[src/rtl/atom_pkg.sv]
package atom_pkg;
  localparam int OPW = 3;

  typedef enum logic [OPW-1:0] {
    OP_LOAD  = 3'd0,
    OP_STORE = 3'd1,
    OP_TAS   = 3'd2,
    OP_FADD  = 3'd3,
    OP_SWAP  = 3'd4,
    OP_CLR   = 3'd5
  } op_e;

  typedef enum logic [1:0] {
    PH_IDLE = 2'd0,
    PH_RD   = 2'd1,
    PH_WR   = 2'd2
  } phase_e;
endpackage

[src/rtl/rmw_rr_arb.sv]
module rmw_rr_arb #(
  parameter int N  = 4,
  parameter int IW = 2
) (
  input  logic          clk,
  input  logic          rst_n,
  input  logic [N-1:0]  req,
  input  logic          en,
  output logic [N-1:0]  grant,
  output logic [IW-1:0] gid,
  output logic          take
);
  logic [IW-1:0] ptr;
  logic          found;
  int            idx;

  // first valid requester at or after the pointer
  always_comb begin
    found = 1'b0;
    gid   = '0;
    idx   = 0;
    for (int k = 0; k < N; k++) begin
      idx = int'(ptr) + k;
      if (idx >= N) idx = idx - N;
      if (!found && req[idx]) begin
        found = 1'b1;
        gid   = IW'(idx);
      end
    end
  end

  assign take  = found & en;
  assign grant = take ? (N'(1) << gid) : '0;

  always_ff @(posedge clk) begin
    if (!rst_n)    ptr <= '0;
    else if (take) ptr <= (gid == IW'(N - 1)) ? '0 : gid + IW'(1);
  end
endmodule

[src/rtl/rmw_alu.sv]
module rmw_alu
  import atom_pkg::*;
#(
  parameter int DW = 16
) (
  input  logic [OPW-1:0] op,
  input  logic [DW-1:0]  old_val,
  input  logic [DW-1:0]  operand,
  output logic           wr_en,
  output logic [DW-1:0]  wr_val
);
  always_comb begin
    wr_en  = 1'b1;
    wr_val = old_val;
    case (op)
      OP_STORE, OP_SWAP: wr_val = operand;
      OP_TAS:            wr_val = DW'(1);
      OP_FADD:           wr_val = old_val + operand;
      OP_CLR:            wr_val = '0;
      default:           wr_en  = 1'b0;
    endcase
  end
endmodule

[src/rtl/rmw_store.sv]
module rmw_store #(
  parameter int AW = 4,
  parameter int DW = 16
) (
  input  logic          clk,
  input  logic          rst_n,
  input  logic [AW-1:0] raddr,
  output logic [DW-1:0] rdata,
  input  logic          we,
  input  logic [AW-1:0] waddr,
  input  logic [DW-1:0] wdata
);
  localparam int DEPTH = 1 << AW;

  logic [DW-1:0] words [DEPTH];

  assign rdata = words[raddr];

  always_ff @(posedge clk) begin
    if (!rst_n) begin
      for (int i = 0; i < DEPTH; i++) words[i] <= '0;
    end else if (we) begin
      words[waddr] <= wdata;
    end
  end
endmodule

[src/rtl/atomic_rmw_unit.sv]
module atomic_rmw_unit
  import atom_pkg::*;
#(
  parameter int NREQ = 4,
  parameter int AW   = 4,
  parameter int DW   = 16,
  localparam int IDW = $clog2(NREQ)
) (
  input  logic              clk,
  input  logic              rst_n,
  input  logic [NREQ-1:0]   req_valid,
  output logic [NREQ-1:0]   req_ready,
  input  logic [NREQ*3-1:0] req_op,
  input  logic [NREQ*AW-1:0] req_addr,
  input  logic [NREQ*DW-1:0] req_data,
  output logic              rsp_valid,
  output logic [IDW-1:0]    rsp_id,
  output logic [DW-1:0]     rsp_data
);
  phase_e         phase;
  logic [OPW-1:0] op_q;
  logic [AW-1:0]  addr_q;
  logic [DW-1:0]  opnd_q;
  logic [DW-1:0]  old_q;
  logic [IDW-1:0] id_q;

  logic [IDW-1:0] gid;
  logic           take;
  logic [OPW-1:0] sel_op;
  logic [AW-1:0]  sel_addr;
  logic [DW-1:0]  sel_data;
  logic [DW-1:0]  rd_word;
  logic           wr_en;
  logic [DW-1:0]  wr_val;

  // the port is free except during the read cycle of an operation
  rmw_rr_arb #(.N(NREQ), .IW(IDW)) u_arb (
    .clk(clk), .rst_n(rst_n), .req(req_valid), .en(phase != PH_RD),
    .grant(req_ready), .gid(gid), .take(take)
  );

  always_comb begin
    sel_op   = '0;
    sel_addr = '0;
    sel_data = '0;
    for (int i = 0; i < NREQ; i++) begin
      if (gid == IDW'(i)) begin
        sel_op   = req_op[i*OPW +: OPW];
        sel_addr = req_addr[i*AW +: AW];
        sel_data = req_data[i*DW +: DW];
      end
    end
  end

  rmw_store #(.AW(AW), .DW(DW)) u_mem (
    .clk(clk), .rst_n(rst_n), .raddr(addr_q), .rdata(rd_word),
    .we(wr_en && phase == PH_WR), .waddr(addr_q), .wdata(wr_val)
  );

  rmw_alu #(.DW(DW)) u_alu (
    .op(op_q), .old_val(old_q), .operand(opnd_q),
    .wr_en(wr_en), .wr_val(wr_val)
  );

  always_ff @(posedge clk) begin
    if (!rst_n) begin
      phase  <= PH_IDLE;
      op_q   <= '0;
      addr_q <= '0;
      opnd_q <= '0;
      old_q  <= '0;
      id_q   <= '0;
    end else begin
      case (phase)
        PH_RD: begin
          old_q <= rd_word;
          phase <= PH_WR;
        end
        default: phase <= take ? PH_RD : PH_IDLE;
      endcase
      if (take) begin
        op_q   <= sel_op;
        addr_q <= sel_addr;
        opnd_q <= sel_data;
        id_q   <= gid;
      end
    end
  end

  assign rsp_valid = (phase == PH_WR);
  assign rsp_id    = id_q;
  assign rsp_data  = old_q;
endmodule

[config.mk]
export PLATFORM = sky130hd
export DESIGN_NAME = atomic_rmw_unit
export DESIGN_NICKNAME = d
export VERILOG_FILES = /design/src/rtl/atom_pkg.sv /design/src/rtl/rmw_rr_arb.sv /design/src/rtl/rmw_alu.sv /design/src/rtl/rmw_store.sv /design/src/rtl/atomic_rmw_unit.sv
export SDC_FILE = /design/constraint.sdc
export NUM_CORES = 1
export LEC_CHECK = 0
export BUFFER_PORTS_ARGS = -buffer_cell sky130_fd_sc_hd__buf_2
export CORE_ASPECT_RATIO = 2
export CORE_MARGIN = 2
export CORE_UTILIZATION = 50
export DETAILED_ROUTE_END_ITERATION = 16
export GPL_TIMING_DRIVEN = 1
export PLACE_DENSITY = 0.81
export SYNTH_ARGS = -nofsm -noshare
export SYNTH_HDL_FRONTEND = slang
export SYNTH_SLANG_ARGS = --single-unit
[constraint.sdc]
create_clock -name clk -period 2.5 [get_ports clk]
set_clock_uncertainty 0.1 [all_clocks]
set_input_delay 0.25 -clock clk [delete_from_list [all_inputs] [get_ports clk]]
set_output_delay 0.25 -clock clk [all_outputs]
set_load 0.02 [all_outputs]
---- Word level (Yosys, flattened, before mapping) ----
Memories as Yosys holds them, arrays and structs flattened. A register that Yosys moved wholly into a read port is not among the register bits.
Cells that the tools add are included.
operators by class
  $add $sub $neg .......................... 9
  order comparisons ....................... 8
  eq/ne operators ......................... 11
  shifts and indexed selects .............. 1
  muxes and demuxes ....................... 49
  bitwise logic cells ..................... 2
  reductions and logical operators ........ 13
operators with widths
  cell                                                                                  count
  32-bit by 4-bit less-than comparator with 1-bit output, second input constant         4
  32-bit 2-to-1 mux                                                                     4
  32-bit by 4-bit greater-or-equal comparator with 1-bit output, second input constant  3
  32-bit by 4-bit subtractor with 32-bit output, second input constant                  3
  16-bit 2-to-1 mux                                                                     5
  16-bit case mux with 4 select lines                                                   1
  4-bit 2-to-1 mux                                                                      6
  1-bit 2-to-1 mux                                                                      19
  16-bit adder                                                                          1
  16-bit OR reduction                                                                   1
  2-bit 2-to-1 mux                                                                      6
  3-bit 2-to-1 mux                                                                      4
  1-bit binary-select mux with 2-bit select                                             4
  2-bit by 2-bit adder with 3-bit output, second input constant                         2
  2-bit == test, second input constant                                                  3
  3-bit by 2-bit == test with 1-bit output, second input constant                       2
  3-bit == test, second input constant                                                  2
  5-bit OR reduction                                                                    1
  2-bit by 1-bit == test with 1-bit output, second input constant                       2
  1-bit logical AND                                                                     4
  1-bit zero test                                                                       4
  2-bit OR reduction                                                                    2
  1-bit by 2-bit left shift with 4-bit output, first input constant                     1
  2-bit by 3-bit subtractor with 4-bit output, second input constant                    1
  8 further kinds                                                                       8
storage, ports and cells
  flip-flop bits (word level) ............. 29
  memory bits (writable) .................. 256
  output and inout port bits .............. 23
  logic and storage cells ................. 101
  memories ................................ 1
memory list
  name         depth  bits a word  read ports  clocked after Yosys merged registers in  wr ports  RTL line         RTL
  u_mem.words  16     16           1           1                                        16        rmw_store.sv:15  logic [DW-1:0] words [DEPTH];

---- Logic depth before layout (Yosys ltp) ----
Gate-level depths: netlist (run 1).
  word-level depth ........................ 20
  gate-level depth with buffers ........... 14
  depth with buffers taken out ............ 13

---- Modules after synthesis ----
Synthesis (run 1) repeated with hierarchy kept, for this count alone.
second synthesis, totals
  cells, all modules ...................... 1210
  area, all modules ....................... 15752.6 µm²
modules (own cells, without submodules)
  module           instances  cells an instance  area an instance (µm²)  sequential area each (µm²)
  rmw_store        1          722                11637.4                 7687.4
  atomic_rmw_unit  1          215                2280.9                  860.8
  rmw_alu          1          241                1577.8                  0.0
  rmw_rr_arb       1          32                 256.5                   40.0

---- Least setup slack after synthesis (run 1) ----
Ideal clock, no wire load.
  path type ............................... reg-to-reg
  from .................................... register old_q[0] (netlist: rsp_data[0]), read port of u_mem.words
  to ...................................... memory u_mem.words[0][10], data pin
  setup time .............................. 0.264 ns
  data arrival time ....................... 2.432 ns
  data required time ...................... 2.136 ns
  setup slack ............................. -0.296 ns
  stages on the path, launching flop included .. 10
  path buffers ............................ 1
  cell sequence ........................... dfxtp_1 -> ha_1 -> fa_1 -> a21o_1 -> a221oi_4 -> o21ai_2 -> xor2_1 -> a221oi_4 -> buf_6 -> nor2_2
RTL lines
  item                RTL line               RTL
  start: declaration  atomic_rmw_unit.sv:24  logic [DW-1:0] old_q;
  end: declaration    rmw_store.sv:15

==> results of run 1 <==
[how the worst min path moves through the flow]
stage / startpoint / to / slack [ps] / depth (start not counted)
after floorplan: req_valid[0] / phase[0]$_SDFF_PP0_ / 370 / 3
after global placement: rsp_id[1]$_SDFFE_PN0P_ / rsp_id[1]$_SDFFE_PN0P_ / 400 / 2
after detailed placement: rsp_id[0]$_SDFFE_PN0P_ / rsp_id[0]$_SDFFE_PN0P_ / 410 / 2
after CTS: req_data[59] / opnd_q[11]$_SDFFE_PN0P_ / 5 / 4
after global routing: req_data[59] / opnd_q[11]$_SDFFE_PN0P_ / 40 / 4
final: req_data[62] / opnd_q[14]$_SDFFE_PN0P_ / 6 / 4
[metal layers]
layer  global-route usage, %  part of all wire (%)  vias up
met2                    45.7                    50      865
li1                        -                     -     4830
met5                       0                     0        -
met3                    3.20                   9.4      157
met4                    12.5                   5.8        0
met1                    34.7                    34     5649
[area by class of cell]
| class | instances | area (um2) |
|---|---|---|
| inverters | 7 | 28.8 |
| well taps | 364 | 455 |
| repair buffers | 286 | 2370 |
| fillers | 1964 | 10800 |
| flip-flops and latches | 301 | 8610 |
| clock inverters | 16 | 128 |
| clock buffers | 34 | 733 |
| multi-input cells | 767 | 6180 |
[logic make-up (layout without fill, tap and decap cells)]
logic type	Yosys count	in the layout	share of synthesized area [%]
adders and majority gates	20	20	1.74
and+or+nand+nor	416	416	11.6
muxes	96	96	13.3
buffers and inverters	106	343	3.26
xor gates and xnor gates	11	11	0.652
DFF	301	301	58.1
AOI/OAI and AO/OA	224	224	11.3
[sequential cells by signal, summed over array words and instances, names as in the netlist]
register and cells:
addr_q 4, u_mem.words 256, rsp_data 16, op_q 3, u_arb.ptr 2, rsp_id 2
phase 2, opnd_q 16
[critical path, stage by stage, from the launching register on]
cell and delay [ps]:
dfxtp_2 360, ha_4 170, fa_2 350, a21o_1 210
a221oi_4 340, o21ai_2 110, buf_4 170, a211oi_4 320
a311oi_4 70, buf_12 190, nor2_1 120
[through the flow]
stage,TNS (ps),setup slack [ps],total power [W]
after floorplan,-2180,-123,0.00848
after global placement,-3550,-128,0.0100
after detailed placement,-7320,-194,0.0101
after CTS,-2810,-92.3,0.0145
after global routing,-16130,-217,0.0154
final,-9870,-164,0.0149
[cell usage in the layout (no fill, tap or decap), types with 26 or more instances in the layout]
cell | Yosys | layout
edfxtp_1 | 256 | 256
nor2_1 | 264 | 254
buf_2 | 31 | 117
buf_4 | 0 | 110
nand2_1 | 84 | 84
mux4_2 | 80 | 80
a21oi_1 | 59 | 39
dfxtp_1 | 45 | 31
clkbuf_16 | 0 | 29
o211ai_1 | 26 | 26
[power groups by stage]
stage | Clock, W | Sequential, W | Combinational (W)
2_1_floorplan | 0 | 0.00598 | 0.00250
3_3_place_gp | 0 | 0.00603 | 0.00399
3_5_place_dp | 0 | 0.00605 | 0.00409
4_1_cts | 0.00408 | 0.00595 | 0.00444
5_1_grt | 0.00428 | 0.00598 | 0.00511
6_report | 0.00406 | 0.00596 | 0.00490
[what timing repair did]
item / CTS / global route
hold buffers: 17 / 0
gates resized for setup: 31 / 93
hold endpoints to repair: 17 / 0
setup endpoints to repair: 105 / 216
setup buffers: 7 / 9
pin swaps: 7 / 38
cloned: 5 / 3
==> reports/qor.csv, run 1 <==
stage,metric,value,unit
status,status,finished with violations,
status,failing checks,negative setup slack,
final_layout,utilization after layout,63.2,%
placement,routability cong.,0.907,
routing,WL final,44200,um
power,P per Cell Area,806,mW/mm2
yosys,Syn Inst Count,1174,
floorplanning,die width,126,um
placement,dpl cell area,0.0167,mm2
power,Gate power share,32.8,%
floorplanning,site row count,89,
final_layout,synthesis-to-finish area growth,25.3,%
grt,GRT overflow,0,
cts,clk slew on worst S/H paths,70,ps
final_layout,layout cells sized above 1,35.7,%
sta,final setup fails,118,
final_layout,design area,0.0185,mm2
setup_path,R2R Path End,u_mem.words[5][14]$_SDFFCE_PN0P_,
yosys,most common flop cell mapped by yosys,edfxtp_1,
routing,drc violations,0,
yosys,most numerous cell in the Yosys netlist,nor2_1,
sta,worst-margin pin slew,755,ps
yosys,area share of the largest cell type after synthesis,52.0,%
floorplanning,die area,0.0310,mm2
placement,DP Cell Count,1686,
setup_path,Crit Path Class,flop to flop,
floorplanning,die height,247,um
power,maximum vdd drop,0.619,mV
floorplanning,I/O Pins,121,
cts,CTS tree,yes,
setup_path,CP Launch Point,opnd_q[0]$_SDFFE_PN0P_,
power,Psw,0.00479,W
grt,initial antenna violation count,0,
routing,WL/cell,24.9,um
grt,vias in the first global route,11079,
sta,worst hold slack,6.19,ps
placement,Port Buffers,120,
setup_path,crit path launch type,flop,
setup_path,CP endpoint,u_mem.words[5][14]$_SDFFCE_PN0P_,
sta,Max Slew Vio Count,0,
routing,vias per inst,6.48,
power,Clk pwr share,27.2,%
power,Lkg Pwr,6.87,nW
placement,DP HPWL,29400,um
cts,CTS max path bufs,3,
yosys,top post-synthesis cells by count,"264 x nor2_1, 256 x edfxtp_1, 84 x nand2_1, 80 x mux4_2, 60 x clkbuf_1",
power,Reg power frac,40.0,%
job,Max-Cap Viols,0,
yosys,asr flop ratio synth,0,%
setup_path,required time of the critical path,2810,ps
sta,Final min period,2660,ps
yosys,Synth area leaders,"edfxtp_1 52%, mux4_2 12%, nor2_1 6.7%, dfxtp_1 6.1%, nand2_1 2.1%",
worst_hold_path,Hold WC Path Type,primary input to flop,
routing,routed vias,11501,
grt,global-route wire length before repair,64500,um
setup_path,Worst EP arrival,2980,ps
setup_path,Worst R2R Start,opnd_q[0]$_SDFFE_PN0P_,
yosys,Mapped Nets,1292,
cts,Worst-Skew Late Latency,560,ps
yosys,Ys Warns,0,
power,internal power,0.0101,W
sta,Max-slew headroom,49.5,%
grt,largest net degree at the start of global routing,38,
sta,crit share post-route,107,%
yosys,post-synthesis cell area,0.0148,mm2
yosys,number of synthesized flops with an enable pin,256,
yosys,"FF+latch count, synth",301,
final_layout,n_diodes,0,
sta,RSZ-0062 raised after global routing,true,
setup_path,R2R Setup Slk,-160,ps
sta,fmax,375,MHz
yosys,Unique masters post-synth,62,
yosys,sequential element share of the synthesized area,58.1,%
setup_path,CP Capture Type,flop,
floorplanning,Core ar.,0.0293,mm2
sta,Final Hold Fails,0,
cts,CTS root buffer,clkbuf_16,
routing,Routed Antenna Nets,0,
final_layout,non-filler instance count after layout,1775,
routing,DRT iter0 DRCs,1418,
power,Sw Share,32.1,%
cts,Num CTS Buffers,27,
sta,final worst setup slack,-164,ps
cts,H-tree depth,1,
cts,CTS sink count,301,
grt,gr usage total,26.9,%
yosys,syn_area_per_cell,12.6,um2
setup_path,Worst Reg2Reg Path Length in Cells,10,
routing,Pre-Repair DR Iteration Count,6,
yosys,Synth area leader,edfxtp_1,
floorplanning,Starting Density,50.5,%
final_layout,Post-layout nets,1508,
setup_path,crit-path max FO,16,
Note: power is estimated with default switching activity, not from simulation.
==> inputs of run 2 (changes only) <==
--- a/constraint.sdc
+++ b/constraint.sdc
@@ -4,2 +4,2 @@
 set_output_delay 0.25 -clock clk [all_outputs]
-set_load 0.02 [all_outputs]
+set_load 0.01 [all_outputs]
==> run 2 against run 1 <==
Net effect:
- the flow still finishes with violations (negative setup slack)
- maximum frequency fell by 3.8%
- worst setup slack got worse by 110 ps
- via count rose by 1.3%
- die area did not move
- global-route usage rose by 1.4 points
- critical path type is now flop to primary output
- largest cell class unchanged
==> reports/qor.csv, run 2 (synthesis results as in run 1) <==
stage,metric,value,unit
status,status,finished with violations,
status,failing checks,negative setup slack,
cts,H-tree depth,1,
sta,Final min period,2770,ps
setup_path,"CP delay by family, top",simple AND/OR/NAND/NOR gates,
setup_path,CP Capture Type,primary output,
setup_path,CP bufs+invs,4,
final_layout,Post-layout nets,1523,
floorplanning,die width,126,um
placement,DP Cell Count,1687,
setup_path,R2R Path End,u_mem.words[2][10]$_SDFFCE_PN0P_,
power,maximum vdd drop,0.669,mV
final_layout,"commonest non-fill, non-tap cell in the layout",edfxtp_1,
sta,crit share post-route,111,%
final_layout,layout cells sized above 1,38.8,%
final_layout,utilization after layout,64.8,%
final_layout,synthesis-to-finish area growth,28.5,%
power,P per Cell Area,800,mW/mm2
setup_path,critical-path cell list,nor2b_2 -> a21oi_1 -> nor2_1 -> a221oi_2 -> and2_4 -> inv_4 -> buf_6 -> ha_4 -> buf_12 -> and2_4 -> buf_6,
sta,Max Slew Vio Count,0,
routing,routed vias,11648,
cts,Worst-Skew Late Latency,570,ps
setup_path,required time of the critical path,2150,ps
setup_path,CP max stage cell,dfxtp_2,
setup_path,Crit Path Class,flop to primary output,
routing,WL final,47100,um
job,Max-Cap Viols,0,
power,Lkg Pwr,7.02,nW
floorplanning,Starting Density,50.5,%
cts,CTS sink count,301,
final_layout,"Most flops, register",u_mem.words,
grt,largest net degree at the start of global routing,42,
final_layout,most frequent cells in the layout,"256 x edfxtp_1, 215 x nor2_1, 119 x buf_2, 113 x buf_4, 84 x nand2_1",
setup_path,crit path launch type,flop,
grt,initial antenna violation count,1,
power,Clk pwr share,26.4,%
placement,pre-CTS WS,-297,ps
cts,CTS tree,yes,
grt,gr usage total,28.4,%
floorplanning,site row count,89,
sta,Max-slew headroom,40.1,%
placement,DP HPWL,30000,um
setup_path,crit-path max FO,3,
setup_path,"Largest stage delay, worst path",360,ps
placement,routability cong.,0.949,
sta,Final Hold Fails,0,
routing,Pre-Repair DR Iteration Count,5,
routing,DRT iter0 DRCs,1414,
final_layout,design area,0.0190,mm2
floorplanning,I/O Pins,121,
sta,worst-margin pin slew,899,ps
floorplanning,die area,0.0310,mm2
cts,CTS max path bufs,3,
power,Sw Share,33.0,%
routing,Routed Antenna Nets,0,
routing,drc violations,0,
sta,RSZ-0062 raised after global routing,true,
sta,final worst setup slack,-269,ps
setup_path,Worst Reg2Reg Path Length in Cells,10,
cts,CTS root buffer,clkbuf_16,
floorplanning,die height,247,um
routing,WL/cell,26.4,um
worst_hold_path,Hold Path Depth,4,
sta,final setup fails,136,
setup_path,Worst EP arrival,2420,ps
power,internal power,0.0102,W
grt,GRT overflow,0,
sta,fmax,361,MHz
setup_path,Worst R2R Start,opnd_q[0]$_SDFFE_PN0P_,
final_layout,non-filler instance count after layout,1788,
placement,dpl cell area,0.0167,mm2
power,Gate power share,34.4,%
routing,vias per inst,6.51,
placement,Port Buffers,120,
cts,clk slew on worst S/H paths,70,ps
final_layout,max reg flops,256,
power,Psw,0.00501,W
grt,global-route wire length before repair,67300,um
worst_hold_path,Hold WC Path Type,primary input to flop,
floorplanning,Core ar.,0.0293,mm2
sta,worst hold slack,3.99,ps
grt,vias in the first global route,11462,
cts,Num CTS Buffers,27,
worst_hold_path,Hold Startpoint,req_op[11],
power,Reg power frac,39.2,%
worst_hold_path,Hold EP,op_q[2]$_SDFFE_PN0P_,
setup_path,R2R Setup Slk,-270,ps
[run 2: worst register-to-register path, delay by kind of cell (launching register included)]
| kind | cells | cell delay (ps) |
|---|---|---|
| compound gates | 4 | 950 |
| fa+ha+maj | 2 | 520 |
| buf+inv | 2 | 370 |
| flops | 1 | 350 |
| xor+xnor | 1 | 180 |
| simple gates | 1 | 60 |
[run 2: what timing repair did]
| action | 4_1_cts | 5_1_grt |
|---|---|---|
| cloned | 7 | 5 |
| hold endpoints to repair | 14 | 0 |
| pin swaps | 9 | 47 |
| setup endpoints to repair | 142 | 205 |
| hold buffers | 14 | 0 |
| resized for setup | 44 | 158 |
| buffers inserted | 13 | 15 |
[run 2: layout make-up]
class,count,area [um2]
repair buffers,301,2630
well taps,364,455
multi-input cells,767,6440
inverters,7,28.8
flip-flops and latches,301,8610
fillers,1934,10300
clock buffers,32,704
clock inverters,15,120
diodes,1,2.50
[run 2: how the worst max path moves through the flow]
stage	start	to	slack, ps	cells after the start
after global placement	req_valid[0]	opnd_q[14]$_SDFFE_PN0P_	-200	15
after global routing	u_arb.ptr[0]$_SDFFE_PN0P_	req_ready[2]	-300	11
after CTS	u_arb.ptr[0]$_SDFFE_PN0P_	req_ready[2]	-140	11
final	u_arb.ptr[0]$_SDFFE_PN0P_	req_ready[2]	-270	11
after floorplan	rsp_data[0]$_SDFFE_PN0P_	u_mem.words[10][10]$_SDFFCE_PN0P_	-100	9
after detailed placement	req_valid[0]	opnd_q[11]$_SDFFE_PN0P_	-300	15
[run 2: power by group through the flow]
stage	Clock (W)	Sequential, W	Combinational, W
floorplan	0	0.00595	0.00249
global placement	0	0.00600	0.00401
detailed placement	0	0.00603	0.00412
CTS	0.00399	0.00593	0.00462
global route	0.00416	0.00597	0.00544
finish	0.00401	0.00595	0.00523
[run 2: stage by stage]
stage	power, W	setup TNS (ps)
after detailed placement	0.0102	-10390
after global placement	0.0100	-6750
after CTS	0.0145	-5810
after global routing	0.0156	-27270
final	0.0152	-19760
after floorplan	0.00843	-1330
[run 2: layer usage]
metal	wire (um)	share of wire [%]	track usage [%]
met1	15200	32	35.1
met2	23900	51	48.6
met3	4990	11	4.33
met4	3070	6.5	14.0
met5	0	0	0
